===== src/rtl/ers_pkg.sv =====
`timescale 1ns/1ps
package ers_pkg;
  typedef enum logic [1:0] {
    ST_IDLE = 2'd0,
    ST_SCAN = 2'd1,
    ST_EXT  = 2'd2
  } ers_state_t;
endpackage


===== src/rtl/ers_syndrome.sv =====
`timescale 1ns/1ps
module ers_syndrome #(
  parameter int DATA_W = 8,
  parameter int CHK_W  = 5,
  parameter logic [DATA_W*CHK_W-1:0] H_DATA = '0
) (
  input  logic [DATA_W-1:0] data,
  input  logic [CHK_W-1:0]  chk,
  output logic [CHK_W-1:0]  syn
);
  // row j of the matrix restricted to data bits
  logic [CHK_W-1:0][DATA_W-1:0] row;

  for (genvar j = 0; j < CHK_W; j++) begin : g_row
    for (genvar i = 0; i < DATA_W; i++) begin : g_bit
      assign row[j][i] = H_DATA[i*CHK_W + j];
    end
    assign syn[j] = (^(data & row[j])) ^ chk[j];
  end
endmodule


===== src/rtl/ers_table.sv =====
`timescale 1ns/1ps
module ers_table #(
  parameter int DATA_W   = 8,
  parameter int CHK_W    = 5,
  parameter int MAX_ERAS = 3,
  parameter int POS_W    = 4,
  parameter int CNT_W    = 2
) (
  input  logic                clk,
  input  logic                rst_n,
  input  logic [CHK_W-1:0]    look_syn,
  output logic                hit,
  output logic [DATA_W-1:0]   hit_mask,
  output logic [CNT_W-1:0]    cnt,
  output logic                full,
  input  logic                ext_we,
  input  logic [MAX_ERAS-1:0] ext_k,
  input  logic [CHK_W-1:0]    ext_col,
  input  logic                commit,
  input  logic [POS_W-1:0]    commit_pos
);
  localparam int TAB_N  = 1 << MAX_ERAS;
  localparam int SLOT_W = (MAX_ERAS > 1) ? $clog2(MAX_ERAS) : 1;

  logic [CHK_W-1:0]    tab  [TAB_N];
  logic [POS_W-1:0]    slot [MAX_ERAS];
  logic [CNT_W-1:0]    cnt_q;
  logic [MAX_ERAS-1:0] wr_idx;
  logic [CHK_W-1:0]    wr_syn;
  logic [MAX_ERAS-1:0] hit_idx;

  // new entry: an old combination plus the new column
  always_comb begin
    wr_idx = ext_k | MAX_ERAS'(1 << cnt_q);
    wr_syn = tab[ext_k] ^ ext_col;
  end

  always_ff @(posedge clk or negedge rst_n) begin
    if (!rst_n) begin
      for (int k = 0; k < TAB_N; k++) tab[k] <= '0;
      for (int j = 0; j < MAX_ERAS; j++) slot[j] <= '0;
      cnt_q <= '0;
    end else begin
      if (ext_we) tab[wr_idx] <= wr_syn;
      if (commit) begin
        slot[cnt_q[SLOT_W-1:0]] <= commit_pos;
        cnt_q <= cnt_q + 1'b1;
      end
    end
  end

  // lowest matching combination among the live entries
  always_comb begin
    hit     = 1'b0;
    hit_idx = '0;
    for (int k = TAB_N - 1; k >= 1; k--) begin
      if ((k < (1 << cnt_q)) && (tab[k] == look_syn)) begin
        hit     = 1'b1;
        hit_idx = MAX_ERAS'(k);
      end
    end
    hit_mask = '0;
    for (int i = 0; i < DATA_W; i++) begin
      for (int j = 0; j < MAX_ERAS; j++) begin
        if (hit_idx[j] && (slot[j] == POS_W'(i))) hit_mask[i] = 1'b1;
      end
    end
  end

  assign cnt  = cnt_q;
  assign full = (cnt_q == CNT_W'(MAX_ERAS));
endmodule


===== src/rtl/ers_ctrl.sv =====
`timescale 1ns/1ps
module ers_ctrl
  import ers_pkg::*;
#(
  parameter int N        = 13,
  parameter int MAX_ERAS = 3,
  parameter int POS_W    = 4,
  parameter int CNT_W    = 2
) (
  input  logic                clk,
  input  logic                rst_n,
  input  logic                start,
  input  logic                scan_match,
  input  logic [CNT_W-1:0]    cnt,
  output logic                busy,
  output logic [POS_W-1:0]    scan_pos,
  output logic                ext_we,
  output logic [MAX_ERAS-1:0] ext_k,
  output logic                commit,
  output logic                fail
);
  ers_state_t          state_q, state_d;
  logic [POS_W-1:0]    pos_q, pos_d;
  logic [MAX_ERAS-1:0] k_q, k_d;
  logic [MAX_ERAS-1:0] k_lim;

  assign k_lim = MAX_ERAS'((1 << cnt) - 1);

  always_comb begin
    state_d = state_q;
    pos_d   = pos_q;
    k_d     = k_q;
    ext_we  = 1'b0;
    commit  = 1'b0;
    fail    = 1'b0;
    case (state_q)
      ST_IDLE: begin
        if (start) begin
          state_d = ST_SCAN;
          pos_d   = '0;
        end
      end
      ST_SCAN: begin
        if (scan_match) begin
          state_d = ST_EXT;
          k_d     = '0;
        end else if (pos_q == POS_W'(N - 1)) begin
          state_d = ST_IDLE;
          fail    = 1'b1;
        end else begin
          pos_d = pos_q + 1'b1;
        end
      end
      ST_EXT: begin
        ext_we = 1'b1;
        if (k_q == k_lim) begin
          state_d = ST_IDLE;
          commit  = 1'b1;
        end else begin
          k_d = k_q + 1'b1;
        end
      end
      default: state_d = ST_IDLE;
    endcase
  end

  always_ff @(posedge clk or negedge rst_n) begin
    if (!rst_n) begin
      state_q <= ST_IDLE;
      pos_q   <= '0;
      k_q     <= '0;
    end else begin
      state_q <= state_d;
      pos_q   <= pos_d;
      k_q     <= k_d;
    end
  end

  assign busy     = (state_q != ST_IDLE);
  assign scan_pos = pos_q;
  assign ext_k    = k_q;
endmodule


===== src/rtl/ers_decoder.sv =====
`timescale 1ns/1ps
module ers_decoder #(
  parameter int DATA_W   = 8,
  parameter int CHK_W    = 5,
  parameter int MAX_ERAS = 3,
  parameter logic [DATA_W*CHK_W-1:0] H_DATA =
    {5'h19, 5'h16, 5'h15, 5'h13, 5'h0E, 5'h0D, 5'h0B, 5'h07}
) (
  input  logic              clk,
  input  logic              rst_n,
  input  logic              rd_en,
  input  logic [DATA_W-1:0] rd_data,
  input  logic [CHK_W-1:0]  rd_chk,
  output logic              out_valid,
  output logic [DATA_W-1:0] out_data,
  output logic              out_fixed,
  output logic              out_uncorr,
  output logic              busy,
  output logic              full
);
  localparam int N     = DATA_W + CHK_W;
  localparam int POS_W = $clog2(N);
  localparam int CNT_W = $clog2(MAX_ERAS + 1);

  // reset: asynchronous assert, synchronous release
  logic [1:0] rst_q;
  logic       rst_n_int;
  always_ff @(posedge clk or negedge rst_n) begin
    if (!rst_n) rst_q <= '0;
    else        rst_q <= {rst_q[0], 1'b1};
  end
  assign rst_n_int = rst_q[1];

  // matrix columns for every codeword position
  logic [N-1:0][CHK_W-1:0] cols;
  for (genvar p = 0; p < N; p++) begin : g_col
    if (p < DATA_W) begin : g_dat
      assign cols[p] = H_DATA[p*CHK_W +: CHK_W];
    end else begin : g_chk
      assign cols[p] = CHK_W'(1) << (p - DATA_W);
    end
  end

  logic [CHK_W-1:0]    rd_syn;
  logic                syn_zero;
  logic                tab_hit;
  logic [DATA_W-1:0]   hit_mask;
  logic [CNT_W-1:0]    tab_cnt;
  logic                accept;
  logic                start;
  logic                scan_match;
  logic [POS_W-1:0]    scan_pos;
  logic                ext_we;
  logic [MAX_ERAS-1:0] ext_k;
  logic                commit;
  logic                fail;
  logic [DATA_W-1:0]   hold_data;
  logic [CHK_W-1:0]    hold_syn;
  logic [DATA_W-1:0]   pos_mask;

  ers_syndrome #(.DATA_W(DATA_W), .CHK_W(CHK_W), .H_DATA(H_DATA)) u_syn (
    .data (rd_data),
    .chk  (rd_chk),
    .syn  (rd_syn)
  );

  ers_table #(
    .DATA_W(DATA_W), .CHK_W(CHK_W), .MAX_ERAS(MAX_ERAS),
    .POS_W(POS_W), .CNT_W(CNT_W)
  ) u_tab (
    .clk        (clk),
    .rst_n      (rst_n_int),
    .look_syn   (rd_syn),
    .hit        (tab_hit),
    .hit_mask   (hit_mask),
    .cnt        (tab_cnt),
    .full       (full),
    .ext_we     (ext_we),
    .ext_k      (ext_k),
    .ext_col    (cols[scan_pos]),
    .commit     (commit),
    .commit_pos (scan_pos)
  );

  ers_ctrl #(.N(N), .MAX_ERAS(MAX_ERAS), .POS_W(POS_W), .CNT_W(CNT_W)) u_ctl (
    .clk        (clk),
    .rst_n      (rst_n_int),
    .start      (start),
    .scan_match (scan_match),
    .cnt        (tab_cnt),
    .busy       (busy),
    .scan_pos   (scan_pos),
    .ext_we     (ext_we),
    .ext_k      (ext_k),
    .commit     (commit),
    .fail       (fail)
  );

  assign syn_zero   = (rd_syn == '0);
  assign accept     = rd_en & ~busy;
  assign start      = accept & ~syn_zero & ~tab_hit & ~full;
  assign scan_match = (cols[scan_pos] == hold_syn);

  always_comb begin
    for (int i = 0; i < DATA_W; i++) pos_mask[i] = (scan_pos == POS_W'(i));
  end

  // word held while a new erasure is located
  always_ff @(posedge clk or negedge rst_n_int) begin
    if (!rst_n_int) begin
      hold_data <= '0;
      hold_syn  <= '0;
    end else if (start) begin
      hold_data <= rd_data;
      hold_syn  <= rd_syn;
    end
  end

  logic              valid_d;
  logic [DATA_W-1:0] data_d;
  logic              fixed_d;
  logic              uncorr_d;

  always_comb begin
    valid_d  = 1'b0;
    data_d   = rd_data;
    fixed_d  = 1'b0;
    uncorr_d = 1'b0;
    if (accept && syn_zero) begin
      valid_d = 1'b1;
    end else if (accept && tab_hit) begin
      valid_d = 1'b1;
      data_d  = rd_data ^ hit_mask;
      fixed_d = 1'b1;
    end else if (accept && full) begin
      valid_d  = 1'b1;
      uncorr_d = 1'b1;
    end else if (commit) begin
      valid_d = 1'b1;
      data_d  = hold_data ^ pos_mask;
      fixed_d = 1'b1;
    end else if (fail) begin
      valid_d  = 1'b1;
      data_d   = hold_data;
      uncorr_d = 1'b1;
    end
  end

  always_ff @(posedge clk or negedge rst_n_int) begin
    if (!rst_n_int) begin
      out_valid  <= 1'b0;
      out_data   <= '0;
      out_fixed  <= 1'b0;
      out_uncorr <= 1'b0;
    end else begin
      out_valid  <= valid_d;
      out_fixed  <= fixed_d;
      out_uncorr <= uncorr_d;
      if (valid_d) out_data <= data_d;
    end
  end
endmodule


===== config.mk =====
export PLATFORM = sky130hd
export DESIGN_NAME = ers_decoder
export DESIGN_NICKNAME = d
export VERILOG_FILES = /design/src/rtl/ers_pkg.sv /design/src/rtl/ers_syndrome.sv /design/src/rtl/ers_table.sv /design/src/rtl/ers_ctrl.sv /design/src/rtl/ers_decoder.sv
export SDC_FILE = /design/constraint.sdc
export NUM_CORES = 1
export LEC_CHECK = 0
export BUFFER_PORTS_ARGS = -buffer_cell sky130_fd_sc_hd__buf_2
export CORE_MARGIN = 3
export CORE_UTILIZATION = 60
export CTS_BUF_LIST = sky130_fd_sc_hd__clkbuf_16
export CTS_CLUSTER_DIAMETER = 40
export DETAILED_ROUTE_END_ITERATION = 8
export GPL_ROUTABILITY_DRIVEN = 0
export MAX_ROUTING_LAYER = met4
export PLACE_DENSITY = 0.74
export SYNTH_ARGS = -nofsm -noshare
export SYNTH_HDL_FRONTEND = slang
export SYNTH_HIERARCHICAL = 1
export SYNTH_SLANG_ARGS = --single-unit

===== constraint.sdc =====
create_clock -name clk -period 6.65 [get_ports clk]
set_clock_uncertainty 0.05 [all_clocks]
set_input_delay 0.665 -clock clk [delete_from_list [all_inputs] [get_ports clk]]
set_output_delay 0.665 -clock clk [all_outputs]
set_load 0.01 [all_outputs]

==> results summary <==
The total congestion overflow after global routing came out at 0. The maximum VDD drop is 0.0002113 V. The detailed router finished its first iteration with 247 violations.

The starting density of the core came out at 63.42%. The analysis attributes to net switching a power of 864.9 µW. The total length of routed wires is 14200 µm. The flip-flop and latch count after synthesis came out at 89. The worst register-to-register path ends at out_data[4]$_DFFE_PN0P_. In this run the clock root is driven by a sky130_fd_sc_hd__clkbuf_16.

The total count of max-transition violations in the final report is 0. The floorplan die area is 0.01128 mm². The power density over the cells came out at 338.4 mW/mm².

The arrival time of the worst setup path is 5.07 ns. The power share of the sequential group came out at 38.5%. In the final timing run, aggregate negative setup slack is 0 ns. The minimum period implied by the final worst setup slack is 4.898 ns. The combined area of all synthesized cells came out at 0.006027 mm². The cell total after placement is 672. The post-route antenna net violation count is 0.

The final non-filler cell area is 0.006470 mm². The via count of the first global-routing pass is 4279. The largest net degree at the start of global routing came out at 88. At the pin with the least slew margin, the transition time is 1.212 ns.

The share of layout cells above drive strength 1 came out at 26.30%. Detailed routing inserted a total of 4360 vias. The repair_antennas step left the layout with diodes totalling 0.

After floorplanning, the core was divided into 35 placement rows. The number of max-cap violations came out at 0. The launching element of the worst setup path is rd_data[7]. The number of fill cells came out at 722.

The worst setup slack for register-to-register paths is 2.61 ns. The highest clock frequency the design can meet is 0.2042 GHz. The count of yosys warnings during synthesis is 6.

OpenSTA, run right after detailed placement, puts the worst setup slack at 1.473 ns. After detailed routing, the average wire length per cell comes to 20.64 µm. The placeable core region came out at 0.009503 mm². Setup repair after global routing left no endpoint under its margin. In this run, post-CTS repair resized a total of 0 instances. The number of instances in the synthesized netlist is 537. The most critical setup path has its endpoint at u_ctl/scan_pos[2]$_DFFE_PN0P_. The startpoint class of the critical path is an input port.

The number of H-tree levels is 3. The area fraction in compound gates after synthesis came out at 11.21%. For this design, the CTS-stage hold fixing added 0 buffers. The worst min-delay path class is in2async. Per report_power, the clock group accounts for 22.5% of the total. Relative to the synthesized area, the layout overhead comes to 7.349%. For this design the static power due to leakage is 3.055 nW. Summing the sequential cell areas from Yosys gives 36.95% of the chip area.

After Yosys synthesis, XOR and XNOR cells account for 11.79% of the synthesized area. The number of buffers added by the clock tree synthesis step came out at 9. Counting flops with a built-in enable in the synthesized netlist gives 0.

Registers take 0.002231 mm². The launch instance of the worst register-to-register path is u_ctl/scan_pos[2]$_DFFE_PN0P_. The half-perimeter wire length after detailed placement came out at 10590 µm.

The clock passes through at most 2 buffers. The setup path with the least slack is of type in2reg. The worst setup path is captured at a flip-flop.

The count of pins on the block boundary is 29. Global routing consumed, over all layers together, 26.87% of the routing resources. Summing the areas of all and, or, nand and nor instances in the mapped netlist gives 14.41% of the synthesized area. The final setup violation count came out at 0. Once routing completed, OpenROAD measured the worst setup slack at 1.752 ns. The number of input and output port buffers inserted is 28. The clock transition at the registers of the reported paths is 0.07 ns. The initial antenna violation count is 0. The dominant synthesized flop cell is sky130_fd_sc_hd__dfrtp_1. The placement-stage cell area came out at 0.006185 mm². The number of DRC violations after detailed routing is 0. The flow ran to the end, and the final reports show no timing, DRC or antenna violations. After synthesis, the largest family of logic cells by area is multiplexers. STA puts the critical path data required time at 6.83 ns. TritonCTS built the clock tree. The async set-or-reset flop fraction in the synthesized netlist is 100.0%.

Of all nets on the critical path, the largest fanout is 14. Of the available clock period, the critical path in the final layout requires 73.66%. The max-slew headroom at the worst pin came out at 18.46%.

Using the TritonRoute via totals, the vias-per-cell ratio works out to 6.337. For the worst flop-to-flop path, the logic depth is 10. The number of library cell types mapped by synthesis came out at 70.

From bottom edge to top edge, the die measures 106.2 µm. After the last flow step, the layout net total stands at 583. The number of detailed-route iterations in the first pass came out at 5.

The post-synth net total came out at 566. The internal cell power came out at 1.325 mW. The per-instance average area after synthesis is 11.22 µm². The number of clock sinks seen by CTS came out at 89. The number of endpoints with negative hold slack in the final report is 0. The width of the die came out at 106.2 µm. The finished layout holds 688 standard cells, fillers aside. The global-route wire length before repair is 22830 µm.

Summing all multi-input logic gate instances after layout gives 0.003596 mm². Combinational cells account for 39.0% of the total power. Summing the areas of all fa, ha and maj instances in the mapped netlist gives 2.699% of the synthesized area.

The total setup buffers inserted after CTS came out at 0. Of the post-synthesis cell area, the part taken by muxes is 19.49%. The worst-skew pair later-pin latency is 0.35 ns. The switching share of power is 39.50%.
-- cells in the final DEF, fill, tap and decap left out, types with 4 or more instances in the layout --
master                      count
sky130_fd_sc_hd__nor3_1         6
sky130_fd_sc_hd__nand2_1       31
sky130_fd_sc_hd__inv_1         13
sky130_fd_sc_hd__nand3_1       14
sky130_fd_sc_hd__o211a_1        5
sky130_fd_sc_hd__o311a_1        4
sky130_fd_sc_hd__nor3b_1        7
sky130_fd_sc_hd__ha_1          13
sky130_fd_sc_hd__o21ai_0       19
sky130_fd_sc_hd__a211oi_1       5
sky130_fd_sc_hd__nor2_1        21
sky130_fd_sc_hd__o31ai_1        5
sky130_fd_sc_hd__a21oi_1        8
sky130_fd_sc_hd__mux2_4         9
sky130_fd_sc_hd__xor2_1        33
sky130_fd_sc_hd__nand3b_1       9
sky130_fd_sc_hd__nand4_1        4
sky130_fd_sc_hd__buf_2         28
sky130_fd_sc_hd__o2111ai_1      6
sky130_fd_sc_hd__o22ai_1        5
sky130_fd_sc_hd__dfrtp_1       88
sky130_fd_sc_hd__mux2i_1       15
sky130_fd_sc_hd__o211ai_2       4
sky130_fd_sc_hd__nor4_1         9
sky130_fd_sc_hd__xnor2_1       27
sky130_fd_sc_hd__and3_1         6
sky130_fd_sc_hd__mux2_1         4
sky130_fd_sc_hd__mux2_2        54
sky130_fd_sc_hd__xnor3_1        5
sky130_fd_sc_hd__clkbuf_16      9
sky130_fd_sc_hd__o311ai_1       4
sky130_fd_sc_hd__or2_2          4
sky130_fd_sc_hd__nor2b_1        8
sky130_fd_sc_hd__o211ai_1       7
sky130_fd_sc_hd__mux4_2         7
-- critical path: stages --
cell	delay [ns]
sky130_fd_sc_hd__buf_2	0.16
sky130_fd_sc_hd__xnor3_1	0.43
sky130_fd_sc_hd__xor2_1	0.89
sky130_fd_sc_hd__xor2_1	0.22
sky130_fd_sc_hd__nor4_2	0.07
sky130_fd_sc_hd__and3_2	0.21
sky130_fd_sc_hd__nor4_2	0.38
sky130_fd_sc_hd__nand4_1	0.28
sky130_fd_sc_hd__or4_4	0.75
sky130_fd_sc_hd__inv_1	0.09
sky130_fd_sc_hd__or3b_2	0.47
sky130_fd_sc_hd__o21ai_2	0.10
sky130_fd_sc_hd__o21ai_0	0.11
sky130_fd_sc_hd__a22o_1	0.24
-- power groups by stage --
stage	Clock, mW	Combinational (mW)	Sequential (mW)
global placement	0	0.819	0.844
global route	0.525	0.925	0.867
floorplan	0	0.710	0.773
finish	0.492	0.854	0.844
CTS	0.504	0.848	0.841
detailed placement	0	0.841	0.851
-- layout make-up --
cell class / count / share of cell area [%]
Sequential cell: 89 / 34.48
Multi-Input combinational cell: 412 / 55.58
Clock buffer: 9 / 3.481
Tap cell: 129 / 2.495
Timing Repair Buffer: 29 / 2.282
Clock inverter: 7 / 0.9283
Inverter: 13 / 0.7542
-- cell usage after synthesis (3+ instances only) --
cell	n	share of area (%)
sky130_fd_sc_hd__dfrtp_1	89	37
sky130_fd_sc_hd__nand3b_1	9	1.1
sky130_fd_sc_hd__o22ai_1	5	0.52
sky130_fd_sc_hd__xor2_1	33	4.8
sky130_fd_sc_hd__nor2_1	21	1.3
sky130_fd_sc_hd__nor4_2	3	0.62
sky130_fd_sc_hd__a22o_1	3	0.44
sky130_fd_sc_hd__buf_2	7	0.58
sky130_fd_sc_hd__mux2_4	9	2.2
sky130_fd_sc_hd__or2_2	4	0.42
sky130_fd_sc_hd__mux4_1	3	1.3
sky130_fd_sc_hd__inv_1	13	0.81
sky130_fd_sc_hd__clkbuf_1	7	0.44
sky130_fd_sc_hd__nand2_1	31	1.9
sky130_fd_sc_hd__o21ai_0	19	1.6
sky130_fd_sc_hd__or3_1	3	0.31
sky130_fd_sc_hd__o311ai_1	4	0.58
sky130_fd_sc_hd__nand4_1	4	0.42
sky130_fd_sc_hd__mux2_1	4	0.75
sky130_fd_sc_hd__xnor2_1	27	3.9
sky130_fd_sc_hd__o211a_1	5	0.83
sky130_fd_sc_hd__xnor2_2	3	0.81
sky130_fd_sc_hd__ha_1	13	2.7
sky130_fd_sc_hd__nor3_1	6	0.50
sky130_fd_sc_hd__mux4_2	7	2.6
sky130_fd_sc_hd__and3_1	6	0.62
sky130_fd_sc_hd__a21oi_1	8	0.66
sky130_fd_sc_hd__mux2_2	54	10
sky130_fd_sc_hd__o311a_1	4	0.66
sky130_fd_sc_hd__a211oi_1	5	0.62
sky130_fd_sc_hd__mux2i_1	15	2.5
sky130_fd_sc_hd__o211ai_2	4	0.83
sky130_fd_sc_hd__nor2b_1	8	0.83
sky130_fd_sc_hd__nand3_1	14	1.2
sky130_fd_sc_hd__o31ai_1	5	0.62
sky130_fd_sc_hd__o211ai_1	7	0.87
sky130_fd_sc_hd__o2111ai_1	6	0.87
sky130_fd_sc_hd__nor4_1	9	0.93
sky130_fd_sc_hd__buf_6	8	1.5
sky130_fd_sc_hd__nor3b_1	7	0.87
sky130_fd_sc_hd__xnor3_1	5	1.9
-- flip-flops by register name, summed over array words and instances, names as in the netlist, 2 cells and up --
name and flops:
hold_syn 5, u_ctl/ext_k 3, u_tab/slot 12, u_ctl/scan_pos 4, hold_data 8, u_tab/cnt 2, u_tab/tab 40, u_ctl/state_q 2
rst_q 2, out_data 8
-- per-layer routing --
metal  vias to the layer above  global-route usage [%]  part of all wire, %
met3                        25                   5.768                  6.5
met4                         0                   8.696                  2.4
met5                         -                       -                    0
met1                      2162                   35.57                   43
li1                       2018                       -                    -
met2                       155                   41.63                   48
-- how the worst min path moves through the flow --
stage	start	to	cells after the start
floorplan	rst_q[0]$_DFF_PN0_	rst_q[1]$_DFF_PN0_	0
global placement	rst_q[0]$_DFF_PN0_	rst_q[1]$_DFF_PN0_	0
detailed placement	rst_q[0]$_DFF_PN0_	rst_q[1]$_DFF_PN0_	0
CTS	rst_n	rst_q[0]$_DFF_PN0_	1
global route	rst_n	rst_q[1]$_DFF_PN0_	1
finish	rst_n	rst_q[0]$_DFF_PN0_	1
-- cells by family after synthesis --
family                   after synthesis
XOR/XNOR                              69
AND/OR/NAND/NOR                      148
flip-flops                            89
multiplexers                          92
buffers and inverters                 36
AO/OA/AOI/OAI                         89
other                                  1
adder cells (fa/ha/maj)               13
-- metrics by stage --
step | hold WS [ns] | util, % | power (mW)
2_1_floorplan | 0.2812 | - | 1.482
3_3_place_gp | 0.2865 | 65.08 | 1.662
3_5_place_dp | 0.2984 | 65.08 | 1.692
4_1_cts | 0.03180 | 68.08 | 2.194
5_1_grt | 0.02879 | 68.08 | 2.316
6_report | 0.03914 | 68.08 | 2.190
(Power assumes the default switching activity.)
